--- config.mk ---
export PLATFORM = sky130hd
export DESIGN_NAME = flash_status_responder
export DESIGN_NICKNAME = d
export VERILOG_FILES = /design/src/rtl/flash_sr_pkg.sv /design/src/rtl/flash_sr_array.sv /design/src/rtl/flash_sr_seq.sv /design/src/rtl/flash_sr_rdmux.sv /design/src/rtl/flash_status_responder.sv
export SDC_FILE = /design/constraint.sdc
export NUM_CORES = 1
export LEC_CHECK = 0
export BUFFER_PORTS_ARGS = -buffer_cell sky130_fd_sc_hd__buf_2
export CAP_MARGIN = 20
export CORE_UTILIZATION = 35
export CTS_CLUSTER_DIAMETER = 50
export DETAILED_ROUTE_END_ITERATION = 8
export PLACE_DENSITY = 0.55
export SKIP_CTS_REPAIR_TIMING = 1
export SKIP_LAST_GASP = 1
export SYNTH_ARGS = -nofsm -noshare
export SYNTH_HDL_FRONTEND = slang
export SYNTH_SLANG_ARGS = --single-unit
--- constraint.sdc ---
create_clock -name clk -period 3.3 [get_ports clk]
set_input_delay 0.66 -clock clk [delete_from_list [all_inputs] [get_ports clk]]
set_output_delay 0.66 -clock clk [all_outputs]
set_load 0.05 [all_outputs]
--- src/rtl/flash_sr_pkg.sv ---
// Package: shared constants and the status-byte builder for the flash
// status responder. Assumes a byte-wide array.
package flash_sr_pkg;

    typedef enum logic [1:0] {
        ST_IDLE = 2'd0,
        ST_RUN  = 2'd1,
        ST_FAIL = 2'd2
    } sr_state_t;

    localparam logic [7:0] ERASED_BYTE = 8'hFF;

    // Status byte: bit 6 toggle, bit 5 error, all other bits zero.
    function automatic logic [7:0] status_byte(input logic tgl, input logic err);
        return {1'b0, tgl, err, 5'b00000};
    endfunction

endpackage

--- src/rtl/flash_sr_array.sv ---
// Module: byte array of the flash model. A program ANDs data into one byte;
// an erase writes 0xFF to every byte of one sector (upper SECT_W address
// bits). Assumes program and erase strobes are never high together.
module flash_sr_array #(
    parameter int ADDR_W = 6,
    parameter int SECT_W = 2
) (
    input  logic              clk,
    input  logic              rst_n,
    input  logic              prog_we,
    input  logic              erase_we,
    input  logic [ADDR_W-1:0] op_addr,
    input  logic [7:0]        op_data,
    input  logic [ADDR_W-1:0] rd_addr,
    input  logic [ADDR_W-1:0] chk_addr,
    output logic [7:0]        rd_byte,
    output logic [7:0]        chk_byte
);
    import flash_sr_pkg::*;

    localparam int DEPTH = 1 << ADDR_W;

    logic [7:0] mem_q [DEPTH];

    // Reset to the erased state, then apply program or sector erase.
    always_ff @(posedge clk) begin
        if (!rst_n) begin
            for (int i = 0; i < DEPTH; i++) mem_q[i] <= ERASED_BYTE;
        end else if (erase_we) begin
            for (int i = 0; i < DEPTH; i++) begin
                if (ADDR_W'(i) >> (ADDR_W - SECT_W) == op_addr >> (ADDR_W - SECT_W))
                    mem_q[i] <= ERASED_BYTE;
            end
        end else if (prog_we) begin
            mem_q[op_addr] <= mem_q[op_addr] & op_data;
        end
    end

    // Two combinational read ports: host read and command legality check.
    always_comb begin
        rd_byte  = mem_q[rd_addr];
        chk_byte = mem_q[chk_addr];
    end

endmodule

--- src/rtl/flash_sr_seq.sv ---
// Module: operation sequencer. Accepts a command when not running, counts
// its duration, detects illegal 0->1 programs and timeouts, and keeps the
// toggle bit that advances on each status read. Assumes PROG_CYC, ERASE_CYC
// and TIMEOUT_CYC are all at least 1.
module flash_sr_seq #(
    parameter int ADDR_W      = 6,
    parameter int SECT_W      = 2,
    parameter int PROG_CYC    = 6,
    parameter int ERASE_CYC   = 12,
    parameter int TIMEOUT_CYC = 20
) (
    input  logic              clk,
    input  logic              rst_n,
    input  logic              cmd_valid,
    input  logic              cmd_erase,
    input  logic [ADDR_W-1:0] cmd_addr,
    input  logic [7:0]        cmd_data,
    input  logic [7:0]        cur_byte,
    input  logic              rd_en,
    input  logic [ADDR_W-1:0] rd_addr,
    output logic              busy,
    output logic              prog_we,
    output logic              erase_we,
    output logic [ADDR_W-1:0] act_addr,
    output logic [7:0]        act_data,
    output logic              hit,
    output logic              tgl,
    output logic              err
);
    import flash_sr_pkg::*;

    localparam int MAX_A = (PROG_CYC > ERASE_CYC) ? PROG_CYC : ERASE_CYC;
    localparam int MAX_C = (MAX_A > TIMEOUT_CYC) ? MAX_A : TIMEOUT_CYC;
    localparam int CNT_W = $clog2(MAX_C + 1);
    localparam logic [CNT_W-1:0] PROG_LAST  = CNT_W'(PROG_CYC - 1);
    localparam logic [CNT_W-1:0] ERASE_LAST = CNT_W'(ERASE_CYC - 1);
    localparam logic [CNT_W-1:0] TMO_LAST   = CNT_W'(TIMEOUT_CYC - 1);

    sr_state_t         state_q;
    logic              erase_q;
    logic [CNT_W-1:0]  cnt_q;
    logic              accept, finish, expire;

    // Decode acceptance, clean completion and timer expiry.
    always_comb begin
        accept = cmd_valid && (state_q != ST_RUN);
        finish = (state_q == ST_RUN) && !err &&
                 (cnt_q == (erase_q ? ERASE_LAST : PROG_LAST));
        expire = (state_q == ST_RUN) && !finish && (cnt_q == TMO_LAST);
    end

    // Operation state, captured command fields, counter and error flag.
    always_ff @(posedge clk) begin
        if (!rst_n) begin
            state_q  <= ST_IDLE;
            erase_q  <= 1'b0;
            act_addr <= '0;
            act_data <= '0;
            cnt_q    <= '0;
            err      <= 1'b0;
        end else if (accept) begin
            state_q  <= ST_RUN;
            erase_q  <= cmd_erase;
            act_addr <= cmd_addr;
            act_data <= cmd_data;
            cnt_q    <= '0;
            err      <= !cmd_erase && ((cmd_data & ~cur_byte) != 8'h00);
        end else if (finish) begin
            state_q <= ST_IDLE;
        end else if (expire) begin
            state_q <= ST_FAIL;
            err     <= 1'b1;
        end else if (state_q == ST_RUN) begin
            cnt_q <= cnt_q + 1'b1;
        end
    end

    // Toggle bit advances on each read of the active region while running.
    always_ff @(posedge clk) begin
        if (!rst_n)                                tgl <= 1'b0;
        else if (rd_en && hit && state_q == ST_RUN) tgl <= ~tgl;
    end

    // Address match against the active byte or sector; write strobes.
    always_comb begin
        if (state_q == ST_IDLE)
            hit = 1'b0;
        else if (erase_q)
            hit = (rd_addr >> (ADDR_W - SECT_W)) == (act_addr >> (ADDR_W - SECT_W));
        else
            hit = (rd_addr == act_addr);
        busy     = (state_q == ST_RUN);
        prog_we  = finish && !erase_q;
        erase_we = finish && erase_q;
    end

endmodule

--- src/rtl/flash_sr_rdmux.sv ---
// Module: registered read port. Returns the status byte when the read hits
// the active region, otherwise the array byte. Holds its value between reads.
module flash_sr_rdmux (
    input  logic       clk,
    input  logic       rst_n,
    input  logic       rd_en,
    input  logic       hit,
    input  logic       tgl,
    input  logic       err,
    input  logic [7:0] arr_byte,
    output logic [7:0] rd_data
);
    import flash_sr_pkg::*;

    // Capture status or array data on each read access.
    always_ff @(posedge clk) begin
        if (!rst_n)     rd_data <= 8'h00;
        else if (rd_en) rd_data <= hit ? status_byte(tgl, err) : arr_byte;
    end

endmodule

--- src/rtl/flash_status_responder.sv ---
// Module: top of the flash status responder. Connects the sequencer, the
// byte array and the read multiplexer. Assumes SECT_W < ADDR_W.
module flash_status_responder #(
    parameter int ADDR_W      = 6,
    parameter int SECT_W      = 2,
    parameter int PROG_CYC    = 6,
    parameter int ERASE_CYC   = 12,
    parameter int TIMEOUT_CYC = 20
) (
    input  logic              clk,
    input  logic              rst_n,
    input  logic              cmd_valid,
    input  logic              cmd_erase,
    input  logic [ADDR_W-1:0] cmd_addr,
    input  logic [7:0]        cmd_data,
    input  logic              rd_en,
    input  logic [ADDR_W-1:0] rd_addr,
    output logic [7:0]        rd_data,
    output logic              busy
);
    logic              prog_we, erase_we, hit, tgl, err;
    logic [ADDR_W-1:0] act_addr;
    logic [7:0]        act_data, arr_byte, cur_byte;

    flash_sr_seq #(
        .ADDR_W(ADDR_W), .SECT_W(SECT_W), .PROG_CYC(PROG_CYC),
        .ERASE_CYC(ERASE_CYC), .TIMEOUT_CYC(TIMEOUT_CYC)
    ) u_seq (
        .clk(clk), .rst_n(rst_n), .cmd_valid(cmd_valid), .cmd_erase(cmd_erase),
        .cmd_addr(cmd_addr), .cmd_data(cmd_data), .cur_byte(cur_byte),
        .rd_en(rd_en), .rd_addr(rd_addr), .busy(busy), .prog_we(prog_we),
        .erase_we(erase_we), .act_addr(act_addr), .act_data(act_data),
        .hit(hit), .tgl(tgl), .err(err)
    );

    flash_sr_array #(.ADDR_W(ADDR_W), .SECT_W(SECT_W)) u_array (
        .clk(clk), .rst_n(rst_n), .prog_we(prog_we), .erase_we(erase_we),
        .op_addr(act_addr), .op_data(act_data), .rd_addr(rd_addr),
        .chk_addr(cmd_addr), .rd_byte(arr_byte), .chk_byte(cur_byte)
    );

    flash_sr_rdmux u_rdmux (
        .clk(clk), .rst_n(rst_n), .rd_en(rd_en), .hit(hit), .tgl(tgl),
        .err(err), .arr_byte(arr_byte), .rd_data(rd_data)
    );

endmodule

---- Word-level counts from Yosys, hierarchy flattened ----
Memory sizes are Yosys's and may differ from the RTL's. A register that Yosys moved wholly into a read port is not among the register bits.
Index checks and enable logic that the tools add are counted.
storage, ports and cells
  register bits ........................... 32
  latch bits .............................. 0
  memory bits (writable) .................. 512
  memory bits (read-only) ................. 0
  bits of input ports ..................... 25
  output and inout bits ................... 9
  word-level logic and storage cells ...... 216
  memories kept ........................... 1
cells by class
  add/subtract/negate cells ............... 1
  multipliers ............................. 0
  divide/modulo/power cells ............... 0
  order comparisons ....................... 0
  equality and inequality tests ........... 10
  shifts and indexed selects .............. 0
  mux-type cells .......................... 100
  bitwise gates (word level) .............. 71
  reduce and logical (&&, ||, !) cells .... 24
memories
  name           depth  width  read ports  clocked after Yosys merged registers in  write ports  line                  text
  u_array.mem_q  64     8      3           1                                        64           flash_sr_array.sv:23  logic [7:0] mem_q [DEPTH];
operators by type and width
  kind                                                    count
  2-to-1 mux 8 bit                                        66
  OR 1 bit                                                64
  2-to-1 mux 1 bit                                        30
  2-to-1 mux 6 bit                                        3
  AND 8 bit                                               2
  logical AND 1 bit                                       10
  inverter 8 bit                                          1
  nonzero test 8 bit                                      1
  OR reduction 8 bit                                      1
  == test 6 bit                                           1
  zero test 6 bit                                         1
  adder 5 x 1 -> 5 bit (second input constant)            1
  == test 5 bit                                           1
  == test 5 bit (second input constant)                   1
  == test 2 bit (first input constant)                    2
  zero test 1 bit                                         4
  2-to-1 mux 4 bit                                        1
  inequality test 2 x 1 -> 1 bit (second input constant)  2
  inverter 1 bit                                          4
  AND reduction 3 bit                                     1
  nonzero test 3 bit                                      1
  OR reduction 3 bit                                      1
  == test 1 x 2 -> 1 bit (first input constant)           1
  == test 2 x 1 -> 1 bit (second input constant)          1
  5 further kinds                                         5

---- Depth between registers and ports, before layout ----
  depth after elaboration ................. 10
  depth in mapped cells ................... 11

---- Cells and area by module ----
From an unflattened synthesis, not the netlist that was laid out.
unflattened totals
  cells, all modules ...................... 2531
  area total of the unflattened synthesis .. 32717.6 µm²
by module, submodules not included
  module          times used  cells each  area each (µm²)
  flash_sr_array  1           2357        31250.0
  flash_sr_seq    1           141         1113.6
  flash_sr_rdmux  1           33          354.1

---- Least setup slack after synthesis ----
Ideal clock, no wire load.
  path kind ............................... flip-flop to flip-flop
  from .................................... reg u_seq.erase_q
  to ...................................... mem u_array.mem_q[22][0], enable pin
  library setup time ...................... 384 ps
  arrival ................................. 2761 ps
  data required time ...................... 2916 ps
  setup slack ............................. 155 ps
  stages on the path, launching flop included .. 8
  buffers on the path ..................... 1
  clock period less this slack ............ 3145 ps
  cells stage by stage .................... dfxtp_1 -> or4b_4 -> a2111oi_4 -> and3b_2 -> and2b_2 -> nand3_2 -> buf_2 -> o21ai_0
RTL lines
  what                      line                  text
  start: declaration        flash_sr_seq.sv:40    logic erase_q;
  start signal: assignment  flash_sr_seq.sv:63    erase_q <= cmd_erase;
  end: declaration          flash_sr_array.sv:23

==> results_dict.tcl <==
set metrics [dict create \
    outcome "finished clean" \
    grt_max_degree 50 \
    grtUsageTotal_pct 26.0 \
    synth_area_um2 32400 \
    ys_warn_count 0 \
    synth_nets 2224 \
    vias 23054 \
    arrival_ns 3.60 \
    clkSinkCount 550 \
    clk_pin_slew_ns 0.06 \
    place_congestion 1.00 \
    max_freq_mhz 306 \
    drive_gt1_share_pct 38.1 \
    period_share_pct 98.9 \
    combPwrFrac_pct 9.4 \
    cap_violations 0 \
    synth_adder_area_share_pct 0.0386 \
    postSynth.asyncResetShare_pct 0 \
    clk_path_buf_depth 3 \
    swShare_pct 25.3 \
    finalHoldViolCount 0 \
    final_max_slew_viol_count 0 \
    synth.mux.area_fraction_pct 33.0 \
    setup_viol_count_final 0 \
    num_rows 111 \
    synth.distinct_cells 60 \
    critical_path_class "reg -> reg" \
    seqPwrFrac_pct 44.8 \
    ys_seq_elements 550 \
    cts-root-buf "clkbuf_16" \
    crit_fanout 16 \
    wl_um 123000 \
    dieArea_um2 93900 \
    fin_area_um2 38100 \
    grt.overflow.total 0 \
    skew_ns 0.0259 \
    critPathRequiredTime_ns 3.63 \
    synth_ff_type "edfxtp_1" \
    p_clk_share_pct 45.8 \
    synth_seq_area_share_pct 49.8 \
    clkLatencyLatePin_ns 0.62 \
    relSlewSlack_pct 39.2 \
    fill_cells 8270 \
    setup_ws_ns 0.0367 \
    numCtsBuffers 70 \
    ir_drop_mv 0.346 \
    initialDrtViolationCount 3409 \
    h-tree-depth 3 \
    grt_pass1_wl_um 172000 \
    dieWidth_um 306 \
    routed_via_density 6.37 \
    max_slew.worst_pin.slew_ns 0.910 \
    cp-end-kind "register" \
    fin_nets 2397 \
    core_area_um2 91700 \
    numPortBuffers 33 \
    synth_xor_area_share_pct 0.297 \
    synth_top_family_by_area "multiplexers" \
    post-route-min-period_ns 3.26 \
    dpl_cell_area_um2 35600 \
    ant_nets 0 \
    antenna_found_initial 11 \
    mostFrequentLayoutCells "nand2_1 (576), edfxtp_1 (512), mux4_2 (457), buf_4 (218), clkbuf_16 (76)" \
    firstDrtPassIters 8 \
    pre_cts_slack_ns -0.174 \
    worstSetupStartpointType "register" \
    wl_per_cell_um 34.0 \
    syn_avg_cell_area_um2 14.8 \
    synth_compound_gate_area_share_pct 3.11 \
    synth_edf_count 512 \
    io_pins 34 \
    power_w 0.0171 \
    p_per_area_nw_per_um2 449 \
    final_common_cell "nand2_1" \
    post-route-drc-count 0 \
    intPower_w 0.0128 \
    place_hpwl_um 88700 \
    grt_pass1_vias 22204 \
    p_sw_w 0.00433 \
    start_util_pct 35.4 \
    hp-class "in -> reg" \
    die_y_um 306 \
    area_delta_synth_final_pct 17.4 \
    synthSimpleGateAreaFrac_pct 10.1 \
    cts_tree "built" \
    leakage_nw 9.63 \
    synthCells 2198 \
]
-- critical path, cell delays in order (launching register included) --
cell and delay, ns:
dfxtp_4 0.37, buf_12 0.17, buf_16 0.19, mux4_2 0.59
mux4_2 0.59, mux4_2 0.56, nand2_8 0.16, buf_12 0.20
nand2_1 0.08
-- worst paths after layout --
path,from,cells past startpoint,slack [ns],endpoint
max,register,8,0.04,u_array.mem_q[5][0]$_SDFFCE_PN1P_
min,cmd_erase,3,0.33,u_seq.erase_q$_SDFFE_PN0P_
max reg2reg,register,8,0.04,u_array.mem_q[5][0]$_SDFFCE_PN1P_
min reg2reg,u_rdmux.rd_data[1]$_SDFFE_PN0P_,2,0.49,u_rdmux.rd_data[1]$_SDFFE_PN0P_
-- synth_stat cells (3+ instances only) --
master	count	share of area, %
a22oi_1	23	0.53
a21boi_0	21	0.49
mux4_2	457	32
o211ai_1	3	0.069
a21oi_1	14	0.22
or2_2	4	0.077
nor3_1	4	0.062
buf_6	48	1.7
mux2i_1	29	0.90
a32oi_1	3	0.081
nand4b_1	3	0.081
o2111ai_1	3	0.081
nand2_4	8	0.28
dfxtp_1	38	2.3
nand3_1	33	0.51
mux2_2	10	0.35
xor2_1	9	0.24
clkbuf_1	85	0.98
nor2b_1	11	0.21
and2_1	5	0.096
o21ai_1	12	0.19
buf_2	48	0.74
buf_1	23	0.27
nand2_1	576	6.7
nand3b_1	5	0.12
a31oi_1	3	0.058
nand4_1	8	0.15
or3_1	3	0.058
o21ai_0	59	0.91
nor2_2	8	0.15
nor2_1	78	0.90
edfxtp_1	512	47
nand2b_1	11	0.21
and3_1	3	0.058
o21a_1	3	0.069
-- metal layers --
metal | share of wire [%] | vias up | track usage (%) | routed length (um)
li1 | - | 9102 | - | -
met1 | 37 | 11980 | 34.7 | 45700
met2 | 46 | 1667 | 40.5 | 56700
met3 | 11 | 293 | 5.65 | 13800
met4 | 5.3 | 12 | 12.4 | 6530
met5 | 0.088 | - | 0 | 108
-- kinds of logic (layout without fill, tap and decap cells) --
| kind of cell | after synthesis | after routing |
|---|---|---|
| xor gates and xnor gates | 11 | 11 |
| other | 0 | 3 |
| AOI/OAI and AO/OA | 158 | 158 |
| and+or+nand+nor | 774 | 774 |
| adders and majority gates | 1 | 1 |
| muxes | 496 | 496 |
| DFF | 550 | 550 |
| buffers and inverters | 208 | 438 |
-- flip-flops by register name, summed over array words and instances, names as in the netlist, named ones only --
| name | cells |
|---|---|
| u_array.mem_q | 512 |
| u_rdmux.rd_data | 8 |
| u_seq.act_data | 8 |
| u_seq.act_addr | 6 |
| u_seq.cnt_q | 5 |
| u_seq.state_q | 2 |
| u_seq.erase_q | 1 |
| u_seq.err | 1 |
| u_seq.tgl | 1 |
-- layout make-up --
| type | instances | area (um^2) | area share, % |
|---|---|---|---|
| Clock buffer | 81 | 1890 | 4.96 |
| Sequential cell | 550 | 16100 | 42.4 |
| Multi-Input combinational cell | 1440 | 15100 | 39.7 |
| Inverter | 3 | 11.3 | 0.0296 |
| Clock inverter | 48 | 465 | 1.22 |
| Antenna cell | 3 | 7.51 | 0.0197 |
| Tap cell | 1186 | 1480 | 3.90 |
| Timing Repair Buffer | 306 | 2960 | 7.78 |
-- power groups by stage --
stage	Sequential [W]	Combinational [W]	Clock, W
2_1_floorplan	0.00780	0.000906	0
3_3_place_gp	0.00781	0.00155	0
5_1_grt	0.00766	0.00166	0.00815
4_1_cts	0.00766	0.00157	0.00788
3_5_place_dp	0.00781	0.00156	0
6_report	0.00767	0.00160	0.00783
-- metrics by stage --
step                      utilization [%]   TNS, ns  hold slack, ns  std cells
after floorplan                         -         0           0.455       2198
after global placement               38.8    -0.188           0.478       3477
after detailed placement             38.8    -0.194           0.482       3477
after CTS                            41.4    -0.360           0.298       3606
after global routing                 41.5  -0.00648           0.325       3614
final                                41.5         0           0.326       3617
No activity file was read; power rests on OpenSTA's default activity.
